--- src/rtl/snapctr_pkg.sv ---
package snapctr_pkg;
  localparam int BUS_W  = 32;
  localparam int ADDR_W = 8;
  // Offsets software relies on for the handshake and the two words
  localparam logic [ADDR_W-1:0] OFS_CTL = 8'hA0;
  localparam logic [ADDR_W-1:0] OFS_LO  = 8'hA4;
  localparam logic [ADDR_W-1:0] OFS_HI  = 8'hA8;
  localparam int REQ_BIT = 1;
  localparam int WIDE_W  = 2 * BUS_W;
endpackage

--- src/rtl/snapctr_count.sv ---
module snapctr_count #(
  parameter int CNT_W = 64
) (
  input  logic             clk,
  input  logic             rst_n,
  input  logic             tick_en,
  output logic [CNT_W-1:0] count
);
  always_ff @(posedge clk) begin
    if (!rst_n)       count <= '0;
    else if (tick_en) count <= count + 1'b1;
  end
endmodule

--- src/rtl/snapctr_latch.sv ---
module snapctr_latch #(
  parameter int LATCH_DLY = 2
) (
  input  logic clk,
  input  logic rst_n,
  input  logic req,
  output logic pend,
  output logic capture
);
  localparam int DW = (LATCH_DLY > 1) ? $clog2(LATCH_DLY) : 1;
  localparam logic [DW-1:0] DLY_LOAD = DW'(LATCH_DLY - 1);

  logic [DW-1:0] dly;

  assign capture = pend && (dly == '0);

  always_ff @(posedge clk) begin
    if (!rst_n) begin
      pend <= 1'b0;
      dly  <= '0;
    end else if (pend) begin
      if (dly == '0) pend <= 1'b0;
      else           dly  <= dly - 1'b1;
    end else if (req) begin
      pend <= 1'b1;
      dly  <= DLY_LOAD;
    end
  end
endmodule

--- src/rtl/snapctr_regs.sv ---
module snapctr_regs
  import snapctr_pkg::*;
#(
  parameter int CNT_W = 64
) (
  input  logic              clk,
  input  logic              rst_n,
  input  logic              capture,
  input  logic              pend,
  input  logic [CNT_W-1:0]  count,
  input  logic [ADDR_W-1:0] addr,
  output logic [BUS_W-1:0]  rdata,
  output logic [CNT_W-1:0]  hold
);
  logic [WIDE_W-1:0] wide;

  always_ff @(posedge clk) begin
    if (!rst_n)       hold <= '0;
    else if (capture) hold <= count;
  end

  always_comb begin
    wide = '0;
    wide[CNT_W-1:0] = hold;
  end

  always_comb begin
    rdata = '0;
    unique case (addr)
      OFS_CTL: rdata[REQ_BIT] = pend;
      OFS_LO:  rdata = wide[BUS_W-1:0];
      OFS_HI:  rdata = wide[WIDE_W-1:BUS_W];
      default: rdata = '0;
    endcase
  end
endmodule

--- src/rtl/snapctr_top.sv ---
module snapctr_top
  import snapctr_pkg::*;
#(
  parameter int CNT_W     = 64,
  parameter int LATCH_DLY = 2
) (
  input  logic              clk,
  input  logic              rst_n,
  input  logic              tick_en,
  input  logic              bus_we,
  input  logic [ADDR_W-1:0] bus_addr,
  input  logic [BUS_W-1:0]  bus_wdata,
  output logic [BUS_W-1:0]  bus_rdata
);
  logic [CNT_W-1:0] count_w;
  logic [CNT_W-1:0] hold_w;
  logic             pend_w;
  logic             cap_w;
  logic             req_w;

  assign req_w = bus_we && (bus_addr == OFS_CTL) && bus_wdata[REQ_BIT];

  snapctr_count #(.CNT_W(CNT_W)) u_count (
    .clk(clk), .rst_n(rst_n), .tick_en(tick_en), .count(count_w)
  );

  snapctr_latch #(.LATCH_DLY(LATCH_DLY)) u_latch (
    .clk(clk), .rst_n(rst_n), .req(req_w), .pend(pend_w), .capture(cap_w)
  );

  snapctr_regs #(.CNT_W(CNT_W)) u_regs (
    .clk(clk), .rst_n(rst_n), .capture(cap_w), .pend(pend_w),
    .count(count_w), .addr(bus_addr), .rdata(bus_rdata), .hold(hold_w)
  );
endmodule

--- config.mk ---
export PLATFORM = sky130hd
export DESIGN_NAME = snapctr_top
export DESIGN_NICKNAME = d
export VERILOG_FILES = /design/src/rtl/snapctr_pkg.sv /design/src/rtl/snapctr_count.sv /design/src/rtl/snapctr_latch.sv /design/src/rtl/snapctr_regs.sv /design/src/rtl/snapctr_top.sv
export SDC_FILE = /design/constraint.sdc
export NUM_CORES = 1
export LEC_CHECK = 0
export ABC_AREA = 1
export BUFFER_PORTS_ARGS = -buffer_cell sky130_fd_sc_hd__buf_2
export CORE_ASPECT_RATIO = 0.9
export CORE_MARGIN = 2
export CORE_UTILIZATION = 59
export DETAILED_ROUTE_END_ITERATION = 10
export PLACE_DENSITY = 0.89
export SYNTH_ARGS = -nofsm -noshare
export SYNTH_HDL_FRONTEND = slang
export SYNTH_HIERARCHICAL = 1
export SYNTH_SLANG_ARGS = --single-unit
--- constraint.sdc ---
create_clock -name clk -period 2.01 [get_ports clk]
set_input_delay 0.201 -clock clk [delete_from_list [all_inputs] [get_ports clk]]
set_output_delay 0.201 -clock clk [all_outputs]
set_load 0.01 [all_outputs]
==> metrics.cfg <==
[drt]
post-route-drc-count=0
wirelength_mm=19.6
routed-via-count=6972
routed_wire_length_per_instance_um=15.7
first_pass_iters=6
drt-vias-per-instance=5.60
count_of_antenna_violating_nets_left_after_detailed_routing=0
drt_first_iter_violations=1116

[synth]
synthesis.area_per_instance_um2=6.47
postSynthRegisterBits=130
synth.net_count=1089
synth.largest_area_cell=sky130_fd_sc_hd__dfxtp_1
synth_top_cell_area_share_pct=38.5
yosysSeqAreaShare_pct=38.5
synth_cells=1044
syn-cell-area_um2=6760
ys_top_cells_by_area=sky130_fd_sc_hd__dfxtp_1 39%, sky130_fd_sc_hd__nor2_1 15%, sky130_fd_sc_hd__nand2_1 11%
synth.lib_cells_used.distinct=34
ys_warnings=6

[placed_design]
portBuffers=44
place_hpwl_mm=13.5
numPlacedInstances=1214
gp_routability_congestion=0.973
dp_worst_setup_slack_ns=0.270

[hold_path]
hold_wc_path_type=input pin to register
holdPathStages=5
timing.hold.worst_endpoint=u_latch/dly$_SDFFE_PN0P_
hold_path_startpoint=bus_wdata[1]

[final_layout]
post-route-util_pct=67.7
fillCellCount=968
num-nets-final=1122
layout_commonest_cell=sky130_fd_sc_hd__nor2_1
flow.area_growth_from_synthesis_pct=13.1
count_of_antenna_diodes_in_the_layout=0
mostFrequentLayoutCells=278 x sky130_fd_sc_hd__nor2_1, 207 x sky130_fd_sc_hd__nand2_1, 130 x sky130_fd_sc_hd__dfxtp_1, 111 x sky130_fd_sc_hd__nand3_1, 77 x sky130_fd_sc_hd__o21ai_0
fraction_of_layout_instances_using_a_drive_strength_above_1_pct=12.9
instances_no_fill=1246

[global_routing]
grt_antenna_before_repair=0
groute.layer.met2.usage_pct=48.3
maximum_number_of_pins_on_one_net_before_global_route_repair=80
overflow=0
grt_pass1_vias=6262
gr-usage-met3_pct=7.76
grt_pass1_wl_mm=30.9
grt_usage_pct=32.7
grt_util_met1_pct=44.4
grt_busiest_layer=met2

[floorplanning]
row_count=37
die_w_um=117
fp.dieH_um=106
effective_utilization_at_floorplan_pct=59.8
boundaryPins=76
design.core.area_um2=11300
die_area_um2=12300

[cts]
holdBufCountCts=0
worst_setup_hold_path_clk_slew_ns=0.06
postCtsSetupBuffers=0
cts.sinks=130
cts_inserted_buffers=17
cts_resized=0
htree_num_levels=4
clk-insertion-delay-late_ns=0.42
cts-root-buf=sky130_fd_sc_hd__clkbuf_16
clk_path_buf_depth=2
tritoncts_clock_tree=yes

[critical_path]
capturing_element_type_of_the_critical_path=register
rr_endpoint=u_count/count[52]$_SDFFE_PN0P_
crit_required_ns=2.32
worst_setup_path_start_kind=register
regToRegStartpoint=u_count/count[1]$_SDFFE_PN0P_
critical_path_arrival_ns=2.11
worst-r2r-cell-count=10
criticalPathCategory=register to register
largest_fanout_on_the_critical_path=5
worst_setup_slack_for_register_to_register_paths_ns=0.21

[power]
p_int_mw=4.54
clock_power_share_pct=53.1
power.combinational.fraction_pct=2.4
power.leakage_nw=3.46
power.share.switching_pct=21.9
netSwitchingPower_mw=1.27
seqPwrFrac_pct=44.5
power.density_nw_per_um2=760
worst_vdd_ir_uv=528

[timing]
final_hold_viol_count=0
endpoints_failing_setup=0
timing.final.crit_period_ns=1.80
rsz0062_at_grt=no
timing.final.max_slew_violations=0
timing.final.crit_share_pct=89.5
finalSetupTns_ns=0
timing.max_slew.rel_slack_pct=44.0
fmax_mhz=556
timing.clock.skew_ns=0.00691
post-route-worst-setup-slack_ns=0.210
worst_slew_pin_slew_ns=0.839
timing.hold.ws_ns=0.186

[run]
maxCapViolations=0

[outcome]
outcome=finished, final reports clean

## per-stage QoR
stage	total power [mW]	instance area, um^2
after detailed placement	2.78	7050
after floorplan	2.74	6760
final	5.81	7650
after CTS	5.82	7650
after global placement	2.78	7050
after global routing	5.97	7650
## registers in the layout, summed over array words and instances, names as in the netlist
signal,flops
u_count/count,64
u_latch/dly,1
u_latch/pend,1
u_regs/hold,64
## routing by layer
layer  up-vias  part of all wire (%)
met1      3173                    43
met5         -                     0
met2       355                    43
li1       3399                     -
met4         0                   3.7
met3        45                   9.6
## layout make-up
type | instances | area (um^2) | share of cell area (%)
Sequential cell | 130 | 2600 | 34.0
Inverter | 76 | 288 | 3.76
Clock buffer | 20 | 467 | 6.10
Multi-Input combinational cell | 796 | 3640 | 47.6
Timing Repair Buffer | 56 | 323 | 4.22
Clock inverter | 12 | 130 | 1.70
Tap cell | 156 | 195 | 2.55
## how the worst max path moves through the flow
stage,cells after the start,end,start
after global routing,10,u_count/count[52]$_SDFFE_PN0P_,u_count/count[1]$_SDFFE_PN0P_
after floorplan,10,u_count/count[52]$_SDFFE_PN0P_,u_count/count[0]$_SDFFE_PN0P_
after detailed placement,10,u_count/count[52]$_SDFFE_PN0P_,u_count/count[1]$_SDFFE_PN0P_
final,10,u_count/count[52]$_SDFFE_PN0P_,u_count/count[1]$_SDFFE_PN0P_
after CTS,10,u_count/count[52]$_SDFFE_PN0P_,u_count/count[1]$_SDFFE_PN0P_
after global placement,10,u_count/count[52]$_SDFFE_PN0P_,u_count/count[1]$_SDFFE_PN0P_
## cell usage after synthesis (all sizes together)
| master | count |
|---|---|
| inv | 76 |
| nand2 | 217 |
| a21oi | 28 |
| clkbuf | 12 |
| o21ai | 78 |
| xnor2 | 4 |
| nand3 | 113 |
| or3b | 1 |
| nor3b | 1 |
| o21a | 3 |
| nand3b | 1 |
| o21bai | 2 |
| dfxtp | 130 |
| nor4 | 1 |
| ha | 1 |
| a211oi | 1 |
| and3 | 3 |
| buf | 30 |
| nor2 | 312 |
| nor3 | 7 |
| and2 | 3 |
| nand4 | 10 |
| xor2 | 10 |
## worst max-delay path, cell delays in order, from the launching register on
cell	delay, ns
sky130_fd_sc_hd__dfxtp_1	0.41
sky130_fd_sc_hd__ha_1	0.19
sky130_fd_sc_hd__nand3_1	0.10
sky130_fd_sc_hd__inv_1	0.16
sky130_fd_sc_hd__nand2_1	0.06
sky130_fd_sc_hd__nor2_1	0.21
sky130_fd_sc_hd__nand2_1	0.12
sky130_fd_sc_hd__nor2_1	0.22
sky130_fd_sc_hd__nand3_1	0.11
sky130_fd_sc_hd__nand2_1	0.07
sky130_fd_sc_hd__nor2_1	0.04
## power groups by stage
| stage | clock network [mW] | registers [mW] | logic (mW) |
|---|---|---|---|
| after detailed placement | 0 | 2.64 | 0.137 |
| after floorplan | 0 | 2.64 | 0.100 |
| after global placement | 0 | 2.64 | 0.135 |
| after CTS | 3.10 | 2.59 | 0.138 |
| final | 3.08 | 2.59 | 0.141 |
| after global routing | 3.23 | 2.59 | 0.156 |
## kinds of logic (layout without fill, tap and decap cells)
group	count (synthesis)	in the layout	share of synthesized area, %
flip-flops	130	130	38.5
AO/OA/AOI/OAI	112	112	8.52
adder cells (fa/ha/maj)	1	1	0.185
AND/OR/NAND/NOR	669	669	43.3
buffers and inverters	118	164	7.70
XOR/XNOR	14	14	1.81
(Power assumes the default switching activity.)
